**src/rtl/pf_pkg.sv**
```systemverilog
// Package: shared types for the instruction stream prefetch buffer.
// Assumes: nothing; pure type definitions.
package pf_pkg;

    // Fill sequencer states: serving from the buffer, or waiting on a burst.
    typedef enum logic [0:0] {
        PF_IDLE = 1'b0,
        PF_FILL = 1'b1
    } pf_state_t;

endpackage

```
**src/rtl/pf_half_store.sv**
```systemverilog
// Module: pf_half_store
// Holds NHALF lines with a tag and valid bit each. On a fill start, half h
// is tagged base_tag + h and invalidated; a write strobe loads and
// validates one half.
// Assumes: at most one write strobe per cycle, strobes in ascending order.
module pf_half_store #(
    parameter int TAG_W  = 10,
    parameter int LINE_W = 64,
    parameter int NHALF  = 2
) (
    input  logic                          clk,
    input  logic                          rst_n,
    input  logic                          load_tags,
    input  logic [TAG_W-1:0]              base_tag,
    input  logic [NHALF-1:0]              wr_en,
    input  logic [LINE_W-1:0]             wr_data,
    output logic [NHALF-1:0][TAG_W-1:0]   tags,
    output logic [NHALF-1:0]              valid,
    output logic [NHALF-1:0][LINE_W-1:0]  lines
);

    // Tag and valid update: retag on fill start, validate on write.
    always_ff @(posedge clk) begin
        if (!rst_n) begin
            tags  <= '0;
            valid <= '0;
        end else begin
            for (int h = 0; h < NHALF; h++) begin
                if (load_tags) begin
                    tags[h]  <= base_tag + TAG_W'(h);
                    valid[h] <= 1'b0;
                end else if (wr_en[h]) begin
                    valid[h] <= 1'b1;
                end
            end
        end
    end

    // Line data capture from the memory bus.
    always_ff @(posedge clk) begin
        if (!rst_n) begin
            lines <= '0;
        end else begin
            for (int h = 0; h < NHALF; h++) begin
                if (wr_en[h]) lines[h] <= wr_data;
            end
        end
    end

    // never two halves written in one beat.
    assert_single_write_R5: assert property (@(posedge clk) disable iff (!rst_n)
        $onehot0(wr_en));

    // a later half is only written once the earlier half is valid.
    for (genvar h = 1; h < NHALF; h++) begin : g_order_chk
        assert_write_order_R5: assert property (@(posedge clk) disable iff (!rst_n)
            wr_en[h] |-> valid[h-1]);
        // consecutive halves carry consecutive pair addresses.
        assert_tag_step_R7: assert property (@(posedge clk) disable iff (!rst_n)
            valid[h] |-> (tags[h] == tags[h-1] + TAG_W'(1)));
    end

endmodule

```
**src/rtl/pf_tag_match.sv**
```systemverilog
// Module: pf_tag_match
// Compares the lookup address with every valid tag in parallel and steers
// the matching line to the output. Purely combinational.
// Assumes: tags of valid halves are distinct, so at most one half matches.
module pf_tag_match #(
    parameter int TAG_W  = 10,
    parameter int LINE_W = 64,
    parameter int NHALF  = 2
) (
    input  logic [TAG_W-1:0]              lookup,
    input  logic [NHALF-1:0][TAG_W-1:0]   tags,
    input  logic [NHALF-1:0]              valid,
    input  logic [NHALF-1:0][LINE_W-1:0]  lines,
    output logic                          hit,
    output logic [LINE_W-1:0]             line_out
);

    logic [NHALF-1:0] match;

    // One comparator per half.
    for (genvar h = 0; h < NHALF; h++) begin : g_cmp
        assign match[h] = valid[h] && (tags[h] == lookup);
    end

    // OR-reduce matches and select the matching line.
    always_comb begin
        hit      = |match;
        line_out = '0;
        for (int h = 0; h < NHALF; h++) begin
            if (match[h]) line_out = line_out | lines[h];
        end
    end

    // distinct consecutive tags give at most one match.
    always_comb begin
        assert_unique_match_R3: assert ($onehot0(match) || $isunknown(match));
    end

endmodule

```
**src/rtl/pf_fill_ctrl.sv**
```systemverilog
// Module: pf_fill_ctrl
// Sequences a burst fill on a buffer miss: holds the synthetic cache wait,
// drives the memory request, arms on the first high memory wait and turns
// each following low wait cycle into a write strobe for the next half.
// Assumes: the cache holds c_req and its address until c_wait is low; the
// memory delivers NHALF beats per burst.
module pf_fill_ctrl #(
    parameter int NHALF = 2
) (
    input  logic             clk,
    input  logic             rst_n,
    input  logic             c_req,
    input  logic             hit,
    input  logic             m_wait,
    output logic             load_tags,
    output logic [NHALF-1:0] wr_en,
    output logic             m_req,
    output logic             m_burst,
    output logic             c_wait
);
    import pf_pkg::*;

    localparam int CNT_W = (NHALF > 1) ? $clog2(NHALF) : 1;

    pf_state_t        state;
    logic             armed;
    logic [CNT_W-1:0] beat;
    logic             start;
    logic             beat_now;
    logic             last_beat;

    // Decode of fill start and beat arrival.
    always_comb begin
        start     = (state == PF_IDLE) && c_req && !hit;
        beat_now  = (state == PF_FILL) && armed && !m_wait;
        last_beat = beat_now && (beat == CNT_W'(NHALF - 1));
    end

    // Per-half write strobe from the beat counter.
    for (genvar h = 0; h < NHALF; h++) begin : g_wr
        assign wr_en[h] = beat_now && (beat == CNT_W'(h));
    end

    // Outputs toward cache and memory.
    assign load_tags = start;
    assign m_req     = (state == PF_FILL);
    assign m_burst   = (state == PF_FILL);
    assign c_wait    = (state == PF_FILL) || start;

    // State, arming flag and beat counter.
    always_ff @(posedge clk) begin
        if (!rst_n) begin
            state <= PF_IDLE;
            armed <= 1'b0;
            beat  <= '0;
        end else begin
            case (state)
                PF_IDLE: begin
                    armed <= 1'b0;
                    beat  <= '0;
                    if (start) state <= PF_FILL;
                end
                PF_FILL: begin
                    if (m_wait) armed <= 1'b1;
                    if (last_beat) begin
                        state <= PF_IDLE;
                    end else if (beat_now) begin
                        beat <= beat + CNT_W'(1);
                    end
                end
                default: state <= PF_IDLE;
            endcase
        end
    end

    // idle with no request is silent toward both sides.
    assert_idle_quiet_R2: assert property (@(posedge clk) disable iff (!rst_n)
        (!c_req && !m_req) |-> !c_wait);

    // a hit never launches a memory request.
    assert_hit_no_fetch_R3: assert property (@(posedge clk) disable iff (!rst_n)
        (c_req && hit && !m_req) |=> !m_req);

    // a miss requests a burst in the next cycle.
    assert_miss_fetch_R4: assert property (@(posedge clk) disable iff (!rst_n)
        (c_req && !hit && !m_req) |=> (m_req && m_burst));

    // the cache is stalled for as long as memory is busy.
    assert_fill_stalls_R4: assert property (@(posedge clk) disable iff (!rst_n)
        m_req |-> c_wait);

    // the request only ends right after the last beat.
    assert_release_after_last_R6: assert property (@(posedge clk) disable iff (!rst_n)
        $fell(m_req) |-> $past(wr_en[NHALF-1]));

    // no beat is taken before the memory wait has been high.
    assert_no_early_beat_R9: assert property (@(posedge clk) disable iff (!rst_n)
        (m_req && !armed) |-> (wr_en == '0));

endmodule

```
**src/rtl/instr_stream_prefetch.sv**
```systemverilog
// Module: instr_stream_prefetch (top)
// Two-half instruction prefetch buffer between an instruction cache and a
// burst-capable DRAM controller. Hits are served combinationally; misses
// trigger a two-beat burst that refills both halves.
// Assumes: cache holds c_req/c_addr stable until c_wait is low; memory
// data is valid in each cycle m_wait is low after it was seen high.
module instr_stream_prefetch #(
    parameter int TAG_W          = 10,
    parameter int WORD_W         = 32,
    parameter int WORDS_PER_HALF = 2
) (
    input  logic                               clk,
    input  logic                               rst_n,
    input  logic                               c_req,
    input  logic [TAG_W-1:0]                   c_addr,
    output logic                               c_wait,
    output logic [WORD_W*WORDS_PER_HALF-1:0]   c_data,
    output logic                               m_req,
    output logic [TAG_W-1:0]                   m_addr,
    output logic                               m_burst,
    input  logic                               m_wait,
    input  logic [WORD_W*WORDS_PER_HALF-1:0]   m_data
);

    localparam int LINE_W = WORD_W * WORDS_PER_HALF;
    localparam int NHALF  = 2;

    logic [NHALF-1:0][TAG_W-1:0]  tags;
    logic [NHALF-1:0]             valid;
    logic [NHALF-1:0][LINE_W-1:0] lines;
    logic                         hit;
    logic                         load_tags;
    logic [NHALF-1:0]             wr_en;

    pf_tag_match #(.TAG_W(TAG_W), .LINE_W(LINE_W), .NHALF(NHALF)) u_match (
        .lookup   (c_addr),
        .tags     (tags),
        .valid    (valid),
        .lines    (lines),
        .hit      (hit),
        .line_out (c_data)
    );

    pf_half_store #(.TAG_W(TAG_W), .LINE_W(LINE_W), .NHALF(NHALF)) u_store (
        .clk       (clk),
        .rst_n     (rst_n),
        .load_tags (load_tags),
        .base_tag  (c_addr),
        .wr_en     (wr_en),
        .wr_data   (m_data),
        .tags      (tags),
        .valid     (valid),
        .lines     (lines)
    );

    pf_fill_ctrl #(.NHALF(NHALF)) u_ctrl (
        .clk       (clk),
        .rst_n     (rst_n),
        .c_req     (c_req),
        .hit       (hit),
        .m_wait    (m_wait),
        .load_tags (load_tags),
        .wr_en     (wr_en),
        .m_req     (m_req),
        .m_burst   (m_burst),
        .c_wait    (c_wait)
    );

    // Burst address is the tag of the first half.
    assign m_addr = tags[0];

    // the burst address is the pair address that missed.
    assert_burst_addr_R4: assert property (@(posedge clk) disable iff (!rst_n)
        (c_req && !hit && !m_req) |=> (m_addr == $past(c_addr)));

    // nothing is valid in the cycle after reset.
    assert_reset_empty_R1: assert property (@(posedge clk)
        !$past(rst_n) |-> (!hit && !m_req));

endmodule

```
**config.mk**
```make
export PLATFORM = sky130hd
export DESIGN_NAME = instr_stream_prefetch
export DESIGN_NICKNAME = d
export VERILOG_FILES = /design/src/rtl/pf_pkg.sv /design/src/rtl/pf_half_store.sv /design/src/rtl/pf_tag_match.sv /design/src/rtl/pf_fill_ctrl.sv /design/src/rtl/instr_stream_prefetch.sv
export SDC_FILE = /design/constraint.sdc
export NUM_CORES = 1
export LEC_CHECK = 0
export BUFFER_PORTS_ARGS = -buffer_cell sky130_fd_sc_hd__buf_2
export CORE_MARGIN = 4
export CORE_UTILIZATION = 35
export DETAILED_ROUTE_END_ITERATION = 8
export GPL_ROUTABILITY_DRIVEN = 0
export SLEW_MARGIN = 20
export SYNTH_ARGS = -nofsm -noshare
export SYNTH_HDL_FRONTEND = slang
export SYNTH_SLANG_ARGS = --single-unit
```
**constraint.sdc**
```tcl
create_clock -name clk -period 1.8 [get_ports clk]
set_clock_uncertainty 0.2 [all_clocks]
set_input_delay 0 -clock clk [delete_from_list [all_inputs] [get_ports clk]]
set_output_delay 0 -clock clk [all_outputs]
set_load 0.01 [all_outputs]
```
==> out/summary.txt <==
die width = 144 um
Synth Instances = 803
Post-Syn Area = 6470 um2
worst-path cell chain = xnor2_2, nand4_1, buf_4, nor3_4, buf_6, buf_8, clkbuf_16, a22o_1, buf_6
fin. max-slew vios = 0
most frequent cells in the layout = 285 x nand2_1, 141 x buf_2, 135 x dfxtp_1
via/cell ratio = 4.94
Slowest cell on crit path = dfxtp_4
Initial DRT Pass Iterations = 4
max cap viols = 0
Crit path max-delay family = buffers and inverters
Layout Utilization = 54.0%
Std-Cell Rows = 49
DIE AREA = 20700 um2
Top FF cell, synth = dfxtp_1
GRT Total Usage = 18.9%
cell type with the largest total area after synthesis = dfxtp_1
Residual DRC = 0
initial antenna violation count = 1
vias in the first global route = 6248
CP max stage delay = 0.36 ns
CTS max path bufs = 2
internal power = 0.00591 W
final period utilization = 126%
buffers and inverters on the worst path = 5
DP HPWL = 12000 um
Setup WS post-layout = -0.466 ns
# port buffers = 154
first-pass GRT wire length = 31400 um
Slew headroom = 75.6%
Final ANT Viol Nets = 0
Seq pwr share = 45.3%
CP max FO = 6
DR vias = 6361
Yosys reg bits = 153
VDD IR-drop max = 0.000623 V
1st-iter DRT viols = 317
Net Sw Power = 0.00176 W
crit path DAT = 2.07 ns
wire per inst = 15.9 um
minimum clock period = 2.27 ns
IO Count = 155
clock slew at reported path FFs = 0.06 ns
clock share of power = 45.9%
Overflow after GRT = 0
Switching Share = 23.0%
failing checks = setup timing
sequential area share after synthesis = 47.3%
Final setup viols = 88
Post-layout nets = 1125
Fmax = 441 MHz
number of fill cells = 1669
largest net degree at the start of global routing = 51
unrepaired setup endpoints after global routing = true
Worst-Margin Slew = 0.366 ns
die height = 144 um
DP Worst Slack = -0.0704 ns
Power Density = 786 nW/um2
leak pwr = 3.85 nW
post-synth cell types = 29
CP Capture Type = output pin
CP Launch Type = register
n_diodes = 0
Worst Path Class, Setup = reg -> out
final hold vios = 0
Critical Path Most Common Cell = buf_6
H-tree depth = 4
Critical Path RT = 1.60 ns
number of synthesized flops with an enable pin = 0
status = finished, violations left
CTS Sinks = 153
Post-Synthesis Mean Instance Area = 8.06 um2
share of cells above drive strength 1 = 29.4%
synth warn = 0
Gate power share = 8.8%
commonest non-fill, non-tap cell in the layout = nand2_1
CTS buffer count = 17
Starting Density = 35.8%
Mapped Nets = 882
async set-reset flop share out of synthesis = 0%
root buffer cell = clkbuf_16
top post-synthesis cells by area = dfxtp_1 47%, nand2_1 17%, a21oi_1 9.9%
WL final = 20500 um
core outline area = 18100 um2
share of the synthesized area in the top cell type = 47.3%
layout overhead on the synthesized area = 50.9%
Hold Path Class = in -> reg
TritonCTS clock tree = yes
latest clock arrival within the worst-skew pair = 0.42 ns
Power, Total = 0.00768 W
synthesized netlist by cell type (all sizes together) (2+ instances only):
cell type and count:
nand2 285, dfxtp 153, a21oi 128, a22o 64
clkbuf 47, buf 33, xnor2 24, mux2i 13
a211oi 7, a31oi 7, and3 7, nor2 7
nand4 6, nand3 4, nor3 4, xor2 4
nor2b 2, or3 2
layer usage:
layer	global-route usage [%]	up-vias	share of wire [%]
met2	31.1	149	49
met1	23.9	3000	45
met5	0	-	0.034
met4	5.80	2	1.2
li1	-	3190	-
met3	5.65	20	5.2
state kept, by name, summed over array words and instances (netlist names):
signal,cells
u_ctrl.m_burst,1
u_store.tags,20
u_store.valid,2
u_ctrl.beat,1
u_ctrl.armed,1
u_store.lines,128
final timing paths:
kind | startpoint | endpoint | slack [ns] | cells past startpoint
setup / recovery | u_store.tags[13]$_SDFFE_PN0P_ | c_data[6] | -0.47 | 9
hold / removal | c_addr[2] | u_store.tags[17]$_SDFFE_PN0P_ | 0.06 | 6
setup reg to reg | u_store.tags[7]$_SDFFE_PN0P_ | u_store.tags[12]$_SDFFE_PN0P_ | -0.28 | 8
hold reg to reg | u_store.lines[13]$_SDFFE_PN0P_ | u_store.lines[13]$_SDFFE_PN0P_ | 0.25 | 2
timing repair:
| item | in CTS | in global routing |
|---|---|---|
| pin swaps | 2 | 28 |
| hold buffers | 78 | 0 |
| gates cloned | 2 | 11 |
| resized for setup | 25 | 52 |
| setup endpoints to repair | 86 | 149 |
| hold endpoints to repair | 151 | 0 |
| buffers inserted | 1 | 6 |
power by group through the flow:
stage / combinational (W) / clock [W] / sequential (W)
finish: 0.000673 / 0.00352 / 0.00348
global route: 0.000726 / 0.00377 / 0.00348
CTS: 0.000623 / 0.00363 / 0.00347
detailed placement: 0.000477 / 0 / 0.00354
global placement: 0.000477 / 0 / 0.00354
floorplan: 0.000277 / 0 / 0.00354
metrics by stage:
stage          instance area [um2]  hold slack [ns]  TNS, ns  cells
6_report                      9770           0.0593   -33.57   1288
2_1_floorplan                 6490          -0.0842    -5.31    803
4_1_cts                       9250           0.0221   -29.74   1271
5_1_grt                       9770           0.0833   -42.64   1288
3_5_place_dp                  7750           0.0358    -2.30   1158
3_3_place_gp                  7750           0.0318   -0.712   1158
cell families (layout without fill, tap and decap cells):
| family | Yosys count | in the layout | share of synthesized area (%) |
|---|---|---|---|
| AND/OR/NAND/NOR | 320 | 323 | 19.6 |
| AO/OA/AOI/OAI | 207 | 207 | 20.7 |
| flip-flops | 153 | 153 | 47.3 |
| buffers and inverters | 81 | 334 | 6.11 |
| XOR/XNOR | 28 | 28 | 4.02 |
| multiplexers | 13 | 13 | 2.01 |
| adder cells (fa/ha/maj) | 1 | 1 | 0.193 |
worst register-to-register path: stages (launching register included):
cell	delay (ns)
dfxtp_4	0.36
xnor2_2	0.15
nand4_1	0.19
buf_4	0.19
or3_4	0.36
buf_6	0.14
buf_8	0.15
a31oi_4	0.15
a211oi_2	0.06
cell type report:
| type | instances | area (um2) | share of cell area, % |
|---|---|---|---|
| repair buffers | 301 | 2550 | 26.1 |
| flip-flops and latches | 153 | 3090 | 31.6 |
| clock buffers | 20 | 457 | 4.68 |
| well taps | 229 | 287 | 2.93 |
| inverters | 1 | 6.26 | 0.0640 |
| multi-input cells | 572 | 3250 | 33.3 |
| clock inverters | 12 | 125 | 1.28 |
(Power assumes the default switching activity.)
